===== src/rtl/cursor_pkg.sv =====
package cursor_pkg;
  localparam int XW        = 14;   // screen column / cursor X width
  localparam int YW        = 12;   // screen line / cursor Y width
  localparam int HW        = 11;   // horizontal display field width
  localparam int CDIM_LG   = 6;    // log2 of cursor side (64)
  localparam int MBYTES    = 8;    // mask bytes per plane per row
  localparam int ROW_BITS  = 2 * MBYTES * 8;
  localparam int PIX_W     = 32;

  typedef enum logic [2:0] {
    RA_CTRL  = 3'd0,
    RA_POS   = 3'd1,
    RA_HOT   = 3'd2,
    RA_BASE  = 3'd3,
    RA_CLR0  = 3'd4,
    RA_CLR1  = 3'd5,
    RA_HDISP = 3'd6
  } reg_addr_e;

  localparam logic [31:0] POS_MASK  = 32'h3FFF_0FFF;
  localparam logic [31:0] HOT_MASK  = 32'h003F_003F;
  localparam logic [31:0] BASE_MASK = 32'h87FF_FFF0;
  localparam logic [31:0] CLR_MASK  = 32'h00FF_FFFF;

  typedef enum logic [1:0] {
    ACT_PASS = 2'd0,
    ACT_CLR0 = 2'd1,
    ACT_CLR1 = 2'd2,
    ACT_INV  = 2'd3
  } pix_action_e;

  typedef struct packed {
    logic                 hit;
    logic [CDIM_LG-1:0]   cx;
    logic [PIX_W-1:0]     pix;
  } stage1_t;
endpackage


===== src/rtl/cursor_regs.sv =====
module cursor_regs
  import cursor_pkg::*;
#(
  parameter int MEM_AW = 8
) (
  input  logic              clk,
  input  logic              rst_n,
  input  logic              wr,
  input  logic [2:0]        addr,
  input  logic [31:0]       wdata,
  output logic [31:0]       rdata,
  output logic              enable,
  output logic              lock,
  output logic [XW-1:0]     act_x,
  output logic [YW-1:0]     act_y,
  output logic [MEM_AW-1:0] act_word,
  output logic [23:0]       color0,
  output logic [23:0]       color1,
  output logic [HW-1:0]     hdisp
);
  logic              ctrl_q;
  logic [31:0]       pos_q;
  logic [31:0]       hot_q;
  logic [31:0]       base_q;
  logic [23:0]       clr0_q, clr1_q;
  logic [HW-1:0]     hdisp_q;
  logic [XW-1:0]     act_x_q;
  logic [YW-1:0]     act_y_q;
  logic [MEM_AW-1:0] act_word_q;

  always_ff @(posedge clk) begin
    if (!rst_n) begin
      ctrl_q  <= 1'b0;
      pos_q   <= '0;
      hot_q   <= '0;
      base_q  <= '0;
      clr0_q  <= '0;
      clr1_q  <= '0;
      hdisp_q <= '0;
    end else if (wr) begin
      case (addr)
        RA_CTRL:  ctrl_q <= wdata[0];
        RA_POS: begin
          pos_q      <= wdata & POS_MASK;
          base_q[31] <= wdata[31];
        end
        RA_HOT: begin
          hot_q      <= wdata & HOT_MASK;
          base_q[31] <= wdata[31];
        end
        RA_BASE:  base_q  <= wdata & BASE_MASK;
        RA_CLR0:  clr0_q  <= wdata[23:0];
        RA_CLR1:  clr1_q  <= wdata[23:0];
        RA_HDISP: hdisp_q <= wdata[HW-1:0];
        default: ;
      endcase
    end
  end

  // Displayed copies follow the programmed values only while unlocked.
  always_ff @(posedge clk) begin
    if (!rst_n) begin
      act_x_q    <= '0;
      act_y_q    <= '0;
      act_word_q <= '0;
    end else if (!base_q[31]) begin
      act_x_q    <= pos_q[16 +: XW];
      act_y_q    <= pos_q[YW-1:0];
      act_word_q <= base_q[MEM_AW+3:4];
    end
  end

  always_comb begin
    rdata = '0;
    case (addr)
      RA_CTRL:  rdata = {31'd0, ctrl_q};
      RA_POS:   rdata = pos_q | {base_q[31], 31'd0};
      RA_HOT:   rdata = hot_q | {base_q[31], 31'd0};
      RA_BASE:  rdata = base_q;
      RA_CLR0:  rdata = {8'd0, clr0_q};
      RA_CLR1:  rdata = {8'd0, clr1_q};
      RA_HDISP: rdata = {{(32-HW){1'b0}}, hdisp_q};
      default:  rdata = '0;
    endcase
  end

  assign enable   = ctrl_q;
  assign lock     = base_q[31];
  assign act_x    = act_x_q;
  assign act_y    = act_y_q;
  assign act_word = act_word_q;
  assign color0   = clr0_q;
  assign color1   = clr1_q;
  assign hdisp    = hdisp_q;
endmodule


===== src/rtl/cursor_locate.sv =====
module cursor_locate
  import cursor_pkg::*;
#(
  parameter int MEM_AW = 8
) (
  input  logic [YW-1:0]      line,
  input  logic [XW-1:0]      col,
  input  logic [XW-1:0]      cur_x,
  input  logic [YW-1:0]      cur_y,
  input  logic [HW-1:0]      hdisp,
  input  logic               enable,
  input  logic [MEM_AW-1:0]  base_word,
  output logic               hit,
  output logic [CDIM_LG-1:0] cx,
  output logic [MEM_AW-1:0]  rd_addr
);
  logic [YW:0] dy;
  logic [XW:0] dx;
  logic [XW:0] width;
  logic        in_rows, in_cols, in_view;

  always_comb begin
    dy      = {1'b0, line} - {1'b0, cur_y};
    dx      = {1'b0, col}  - {1'b0, cur_x};
    in_rows = !dy[YW] && (dy[YW-1:CDIM_LG] == '0);
    in_cols = !dx[XW] && (dx[XW-1:CDIM_LG] == '0);
    width   = ({{(XW+1-HW){1'b0}}, hdisp} + 1'b1) << 3;
    in_view = ({1'b0, col} < width);
    hit     = enable && in_rows && in_cols && in_view;
    cx      = dx[CDIM_LG-1:0];
    rd_addr = base_word + MEM_AW'(dy[CDIM_LG-1:0]);
  end
endmodule


===== src/rtl/cursor_blend.sv =====
module cursor_blend
  import cursor_pkg::*;
(
  input  logic                hit,
  input  logic [CDIM_LG-1:0]  cx,
  input  logic [ROW_BITS-1:0] row,
  input  logic [PIX_W-1:0]    pix,
  input  logic [23:0]         color0,
  input  logic [23:0]         color1,
  output logic [PIX_W-1:0]    out
);
  logic [7:0] and_b [MBYTES];
  logic [7:0] xor_b [MBYTES];

  for (genvar g = 0; g < MBYTES; g++) begin : g_lane
    assign and_b[g] = row[8*g +: 8];
    assign xor_b[g] = row[8*MBYTES + 8*g +: 8];
  end

  logic [2:0]  sel;
  logic [2:0]  bitn;
  logic        a_bit, x_bit;
  pix_action_e act;

  always_comb begin
    sel   = cx[5:3];
    bitn  = 3'd7 - cx[2:0];
    a_bit = and_b[sel][bitn];
    x_bit = xor_b[sel][bitn];
    if (!hit)        act = ACT_PASS;
    else if (a_bit)  act = x_bit ? ACT_INV : ACT_PASS;
    else             act = x_bit ? ACT_CLR1 : ACT_CLR0;
    case (act)
      ACT_INV:  out = ~pix;
      ACT_CLR0: out = {color0, 8'hFF};
      ACT_CLR1: out = {color1, 8'hFF};
      default:  out = pix;
    endcase
  end
endmodule


===== src/rtl/cursor_overlay.sv =====
module cursor_overlay
  import cursor_pkg::*;
#(
  parameter int MEM_AW = 8
) (
  input  logic                clk,
  input  logic                rst_n,
  input  logic                reg_wr,
  input  logic [2:0]          reg_addr,
  input  logic [31:0]         reg_wdata,
  output logic [31:0]         reg_rdata,
  input  logic                in_valid,
  output logic                in_ready,
  input  logic [YW-1:0]       in_line,
  input  logic [XW-1:0]       in_col,
  input  logic [PIX_W-1:0]    in_pix,
  output logic                out_valid,
  input  logic                out_ready,
  output logic [PIX_W-1:0]    out_pix,
  output logic                mem_rd_en,
  output logic [MEM_AW-1:0]   mem_addr,
  input  logic [ROW_BITS-1:0] mem_rdata
);
  logic              enable, lock_q;
  logic [XW-1:0]     act_x;
  logic [YW-1:0]     act_y;
  logic [MEM_AW-1:0] act_word;
  logic [23:0]       color0, color1;
  logic [HW-1:0]     hdisp;

  cursor_regs #(.MEM_AW(MEM_AW)) u_regs (
    .clk(clk), .rst_n(rst_n), .wr(reg_wr), .addr(reg_addr),
    .wdata(reg_wdata), .rdata(reg_rdata), .enable(enable), .lock(lock_q),
    .act_x(act_x), .act_y(act_y), .act_word(act_word),
    .color0(color0), .color1(color1), .hdisp(hdisp)
  );

  logic               hit0;
  logic [CDIM_LG-1:0] cx0;
  logic [MEM_AW-1:0]  rd_addr;

  cursor_locate #(.MEM_AW(MEM_AW)) u_loc (
    .line(in_line), .col(in_col), .cur_x(act_x), .cur_y(act_y),
    .hdisp(hdisp), .enable(enable), .base_word(act_word),
    .hit(hit0), .cx(cx0), .rd_addr(rd_addr)
  );

  logic    adv, accept;
  logic    s1_valid;
  stage1_t s1;
  logic [PIX_W-1:0] blended;

  assign adv       = !out_valid || out_ready;
  assign in_ready  = adv;
  assign accept    = in_valid && adv;
  assign mem_rd_en = accept;
  assign mem_addr  = rd_addr;

  always_ff @(posedge clk) begin
    if (!rst_n) begin
      s1_valid <= 1'b0;
      s1       <= '0;
    end else if (adv) begin
      s1_valid <= in_valid;
      if (in_valid) s1 <= '{hit: hit0, cx: cx0, pix: in_pix};
    end
  end

  cursor_blend u_blend (
    .hit(s1.hit), .cx(s1.cx), .row(mem_rdata), .pix(s1.pix),
    .color0(color0), .color1(color1), .out(blended)
  );

  always_ff @(posedge clk) begin
    if (!rst_n) begin
      out_valid <= 1'b0;
      out_pix   <= '0;
    end else if (adv) begin
      out_valid <= s1_valid;
      if (s1_valid) out_pix <= blended;
    end
  end
endmodule


===== config.mk =====
export PLATFORM = sky130hd
export DESIGN_NAME = cursor_overlay
export DESIGN_NICKNAME = d
export VERILOG_FILES = /design/src/rtl/cursor_pkg.sv /design/src/rtl/cursor_regs.sv /design/src/rtl/cursor_locate.sv /design/src/rtl/cursor_blend.sv /design/src/rtl/cursor_overlay.sv
export SDC_FILE = /design/constraint.sdc
export NUM_CORES = 1
export LEC_CHECK = 0
export ABC_AREA = 1
export BUFFER_PORTS_ARGS = -buffer_cell sky130_fd_sc_hd__buf_2
export CAP_MARGIN = 30
export CORE_ASPECT_RATIO = 1.2
export CORE_MARGIN = 4
export CORE_UTILIZATION = 55
export CTS_CLUSTER_SIZE = 25
export DETAILED_ROUTE_END_ITERATION = 10
export GPL_ROUTABILITY_DRIVEN = 0
export HOLD_SLACK_MARGIN = 0.08
export PLACE_DENSITY = 0.81
export SYNTH_ARGS = -nofsm -noshare
export SYNTH_HDL_FRONTEND = slang
export SYNTH_SLANG_ARGS = --single-unit

===== constraint.sdc =====
create_clock -name clk -period 3 [get_ports clk]
set_clock_uncertainty 0.1 [all_clocks]
set_input_delay 0.15 -clock clk [delete_from_list [all_inputs] [get_ports clk]]
set_output_delay 0.15 -clock clk [all_outputs]
set_load 0.01 [all_outputs]

# Yosys cells after proc, flatten, opt, wreduce, memory -nomap -nowiden
# Cells that the tools add are included.
# totals
word_cells	78
register_bits	229
out_inout_bits	75
in_bits	226
# op_classes
n_lt_le_gt_ge	3
n_reduce_logical	24
add_sub_neg	5
bitwise_logic	4
n_eq_ne	9
muxes	16
# ops
operator	count
$pmux 32 s7	1
$pmux 32 s3	1
$bmux 8 s3	2
$mux 8	4
$not 32->32	1
$or 22x32->32	1
$or 30x32->32	1
$reduce_and 2->1	10
$lt 14x15->1	1
$sub 14x14->15	1
$sub 12x12->13	1
$add 11x1->12 const B	1
$eq 3x3->1 const B	3
$add 8x6->8	1
$logic_not 8->1	1
$mux 2	4
$bmux 1 s3	2
$eq 3x2->1 const B	2
$logic_and 1x1->1	6
$logic_not 6->1	1
$eq 2x2->1 const B	2
$ge 4x4->1 const B	1
$lt 3x4->1 const B	1
$not 3->4	1
8 further kinds	11

# Depth between registers and ports, before layout
# depth
ltp_word	11
mapped_depth	22
mapped_depth_nobuf	19

# Modules after synthesis
# From an unflattened synthesis, not the netlist that was laid out.
# unflattened
cells_unflattened	2511
area_unflattened_um2	15068.2
# modules_own_cells
mod	seq_area_each_um2	instances	area_each_um2	cells_per_inst
cursor_regs	3123.0	1	7350.8	1164
cursor_overlay	1461.4	1	3241.9	476
cursor_locate	0.0	1	2304.7	423
cursor_blend	0.0	1	2170.8	448

# Least setup slack after synthesis
# OpenSTA, ideal clock, no wires.
# synth_path
path_type	register to register
from	reg s1[35] (netlist name)
to	reg out_pix[29]
setup_ns	0.128
required_ns	2.772
arrival_ns	2.287
stages_incl_launch_ff	21
path_buffers	4
setup_slack_ns	0.484
period_less_slack_ns	2.516
path_cell_list	dfxtp_1 > buf_6 > buf_2 > o21ai_0 > o22ai_1 > nand2_1 > nand2_1 > nand2_1 > nand3_1 > nand3_1 > nand2_2 > inv_1 > nand2_1 > nand3_1 > ha_1 > clkbuf_1 > clkbuf_1 > a21oi_1 > o221ai_1 > o21ai_0 > a21oi_1
# synth_via
elab_chain_len	11
word_cells_on_any_way	19
cone_classes	3 x eq/ne; 15 x mux; 1 x bitwise
# synth_lines
item	line	source
start: declaration	cursor_overlay.sv:50	stage1_t s1;
start signal: assignment	cursor_overlay.sv:65	if (in_valid) s1 <= '{hit: hit0, cx: cx0, pix: in_pix};
$not 3->4 (not written as such) *	cursor_blend.sv:28, cursor_blend.sv:29	
$bmux 8 s3	cursor_blend.sv:29	x_bit = xor_b[sel][bitn];
$mux 8 (not written as such) (2 in series)	cursor_blend.sv:29	
$bmux 1 s3	cursor_blend.sv:29	
$mux 1 (not written as such)	cursor_blend.sv:29	
$mux 2, on equally long branches	cursor_blend.sv:32, cursor_blend.sv:31	
$mux 2 *	cursor_blend.sv:31	else if (a_bit) act = x_bit ? ACT_INV : ACT_PASS;
$mux 2 *	cursor_blend.sv:30	if (!hit) act = ACT_PASS;
$eq 2x2->1 / $eq 2x1->1 (equally long branches)	cursor_blend.sv:33	case (act)
$pmux 32 s3 *	cursor_blend.sv:33	
end signal: assignment	cursor_overlay.sv:80	if (s1_valid) out_pix <= blended;
end: declaration	cursor_overlay.sv:19	output logic [PIX_W-1:0] out_pix,
# Every way passes the cells marked *; elsewhere a longest branch is shown, timed or not. The select of a mux whose other input is x is not followed.
# A chain may end at the register's enable or synchronous reset.

# Worst setup path after layout
# layout_path
from	reg u_regs.act_y_q[0], in the netlist u_regs.act_y[0]
to	out mem_addr[7]
# layout_via
elab_chain_len	2
# layout_lines
item	line	source
start: declaration	cursor_regs.sv:28	logic [YW-1:0] act_y_q;
start signal: assignment	cursor_regs.sv:68	act_y_q <= pos_q[YW-1:0];
$sub 12x12->13	cursor_locate.sv:23	dy = {1'b0, line} - {1'b0, cur_y};
$add 8x6->8	cursor_locate.sv:31	rd_addr = base_word + MEM_AW'(dy[CDIM_LG-1:0]);
end: declaration	cursor_overlay.sv:21	output logic [MEM_AW-1:0] mem_addr,
# No other way between the ends.

==> results.sh <==
export IMPL_status="finished, violations left"
export IMPL_violations="setup timing"
export IMPL_seq_power_share=0.414
export IMPL_powerDensity_nw_per_um2=484
export IMPL_grt_pass1_vias=14000
export IMPL_fmaxAchievable_ghz=0.317
export IMPL_worst_setup_path_type="reg2out"
export IMPL_synth_edf_count=0
export IMPL_max_cap_viol_count=0
export IMPL_design_power_total_mw=7.99
export IMPL_syn_area_per_cell_um2=6.67
export IMPL_cp_start_kind="flip-flop"
export IMPL_hold_class="in2reg"
export IMPL_reg2regPathDepth=18
export IMPL_crit_path_end_kind="primary output"
export IMPL_syn_num_nets=2185
export IMPL_hold_viol=0
export IMPL_ant_nets=0
export IMPL_p_clk_frac=0.358
export IMPL_worst_slew_pin_slew_ns=0.744
export IMPL_finalCriticalPeriod_ns=3.15
export IMPL_critPathArrivalTime_ns=2.90
export IMPL_synth_most_common_cell="nand2_1"
export IMPL_syn_inst=1909
export IMPL_ys_ff_latch=229
export IMPL_grt_max_degree=65
export IMPL_route_detailed_drc=0
export IMPL_synthXorXnorAreaFrac=0.0172
export IMPL_combPwrFrac=0.229
export IMPL_diodes=0
export IMPL_cts_tree="built"
export IMPL_antenna_found_initial=0
export IMPL_rsz0062_at_grt="true"
export IMPL_port_buffers=298
export IMPL_hpwl_um=30400
export IMPL_die_h_um=175
export IMPL_clkTransAtPathRegs_ns=0.07
export IMPL_ios=301
export IMPL_rrSetupSlack_ns=0.07
export IMPL_synthAdderAreaFrac=0.0509
export IMPL_hold_slack_ns=0.138
export IMPL_slew_viol_final=0
export IMPL_worst_hold_startpoint="reg_wr"
export IMPL_peakVddDrop_uv=461
export IMPL_finalNetCount=2533
export IMPL_clkLatencyLatePin_ns=0.52
export IMPL_drt_pass1_iter_count=8
export IMPL_ys_warn_count=0
export IMPL_htree_levels=1
export IMPL_drt_initial_drc_count=1370
export IMPL_crit_path_end="mem_addr[7]"
export IMPL_cts_path_max_buffers=3
export IMPL_yosys_area_share_simple=0.220
export IMPL_dieArea_um2=25700
export IMPL_muxShareOfSynthArea=0
export IMPL_yosysTopAreaCellShare=0.360
export IMPL_yosys_top_cells_count="nand2_1, o21ai_0, nor2_1, dfxtp_1, inv_1"
export IMPL_synthTopCellsByArea="dfxtp_1, o21ai_0, nand2_1, nor2_1, a21oi_1"
export IMPL_grt_ovfl_total=0
export IMPL_row_count=60
export IMPL_synth_compound_area_frac=0.250
export IMPL_crit_fanout=3
export IMPL_p_leak_nw=7.50
export IMPL_internal_power_mw=5.59
export IMPL_seq_area_frac_synth=0.360
export IMPL_root_buffer="clkbuf_16"
export IMPL_postSynth_asyncResetShare=0
export IMPL_fp_dieW_um=147
export IMPL_grt_pass1_wl_um=68900
export IMPL_core_area_um2=22600
export IMPL_drive_gt1_frac=0.201
export IMPL_maxSlewHeadroom=0.502
export IMPL_areaGrowthSynthToFinish_pct=29.8
export IMPL_worst_slack_ns=-0.151
export IMPL_required_ns=2.75
export IMPL_grt_use_total=0.322
export IMPL_wl_per_cell_um=17.7
export IMPL_swShare=0.300
export IMPL_crit_start="u_regs.act_y[0]"
export IMPL_synth_top_family_by_area="compound AO/OA/AOI/OAI gates"
export IMPL_reg2reg_from="s1[35]"
export IMPL_fin_setup_tns_ns=-0.414
export IMPL_syn_area_um2=12700
export IMPL_synth_ff_type="dfxtp_1"
export IMPL_floorplan_initialDensity=0.563
export IMPL_setup_viol=4
export IMPL_fin_crit_sh=1.05
export IMPL_routed_wl_um=45700
export IMPL_clock_sinks=229
export IMPL_p_switching_mw=2.40
export IMPL_vias_per_cell=5.73
export IMPL_vias=14800
export IMPL_synth_top_cell_by_area="dfxtp_1"
export IMPL_yosys_cell_types_count=39
export IMPL_cts_made_buffers=23
export IMPL_reg2reg_to="out_pix[14]"
## state kept, by name, summed over array words and instances, names as in the netlist
register and count:
u_regs.enable 1, s1_valid 1, out_valid 1, u_regs.act_y 12, u_regs.base_q 24, u_regs.color1 24, u_regs.pos_q 26, u_regs.act_word 8
u_regs.act_x 14, u_regs.hdisp 11, u_regs.color0 24, s1 39, u_regs.hot_q 12, out_pix 32
## routing by layer
layer  up-vias  wire length, µm  track usage
met1      6686            16400        0.366
met3       196             3760       0.0387
met4         0             2780        0.173
li1       7064                -            -
met2       851            22800        0.586
met5         -                0            0
## critical path, stage by stage, from the launching register on
cell	delay, ns
dfxtp_2	0.35
ha_4	0.17
fa_2	0.39
xnor2_2	0.18
ha_4	0.31
nand3_2	0.07
nand2_2	0.09
a21oi_2	0.06
o21bai_1	0.19
nand2_1	0.08
nand2_1	0.08
nand2_2	0.06
xnor2_2	0.21
buf_2	0.18
## cells in the final DEF (no fill, tap or decap), drive strengths merged
| master | count |
|---|---|
| buf | 351 |
| o21ai | 327 |
| nand2 | 313 |
| nor2 | 258 |
| dfxtp | 229 |
| inv | 201 |
| a21oi | 176 |
| nand3 | 99 |
| dlygate4sd3 | 84 |
| ha | 47 |
| o22ai | 37 |
| clkbuf | 33 |
| xor2 | 19 |
| a31oi | 19 |
| a221oi | 12 |
| o221ai | 10 |
| nand4 | 9 |
| nor3 | 9 |
| clkinv | 8 |
| xnor2 | 6 |
| o21bai | 5 |
| o2111ai | 4 |
| o211ai | 4 |
| fa | 3 |
| or2 | 2 |
| a22o | 1 |
| nor4 | 1 |
| and2 | 1 |
| nor4b | 1 |
| a21o | 1 |
| conb | 1 |
| bufinv | 1 |
## cell families (layout without fill, tap and decap cells)
kind of cell               count (synthesis)  in the layout
and+or+nand+nor                          693            693
AOI/OAI and AO/OA                        596            596
buffers and inverters                    315            678
DFF                                      229            229
adders and majority gates                 50             50
xor gates and xnor gates                  25             25
other                                      1              1
## worst min-delay path by stage
stage | endpoint | cells after the start | slack (ns)
floorplan | u_regs.pos_q[10] | 2 | 0.18
global placement | u_regs.pos_q[25] | 3 | 0.29
detailed placement | u_regs.pos_q[26] | 3 | 0.30
CTS | u_regs.base_q[10] | 3 | 0.1
global route | u_regs.base_q[10] | 3 | 0.13
finish | u_regs.color0[0] | 3 | 0.14
## final cells by class
cell class / instances / area [µm²]
tap: 310 / 388
inverter: 199 / 762
clock inverter: 9 / 85.1
fill: 1717 / 6070
timing repair inverter: 2 / 20.0
timing repair buffer: 437 / 2950
clock buffer: 31 / 666
multi-input combinational: 1365 / 7060
sequential: 229 / 4590
## power by group through the flow
stage	clock network (mW)	registers (mW)	logic, mW
6_report	2.86	3.30	1.83
5_1_grt	2.98	3.32	2.00
4_1_cts	2.88	3.29	1.63
3_5_place_dp	0	3.36	1.50
3_3_place_gp	0	3.35	1.46
2_1_floorplan	0	3.34	0.999
## repair_timing
item / in CTS / in global routing
buffers inserted: 7 / 13
pin swaps: 7 / 23
resized for setup: 15 / 79
gates cloned: 0 / 5
hold buffers: 84 / 0
hold endpoints to repair: 159 / 0
endpoints found under the setup margin: 14 / 36
## per-stage QoR
step / setup slack, ns / cell area, µm² / instances / util
3_3_place_gp: -0.0305 / 14400 / 2432 / 0.637
3_5_place_dp: -0.127 / 14400 / 2432 / 0.637
4_1_cts: -0.113 / 16100 / 2563 / 0.712
6_report: -0.151 / 16500 / 2582 / 0.731
5_1_grt: -0.286 / 16500 / 2582 / 0.731
2_1_floorplan: 0.484 / 12700 / 1909 / -
Note: power is estimated with default switching activity, not from simulation.
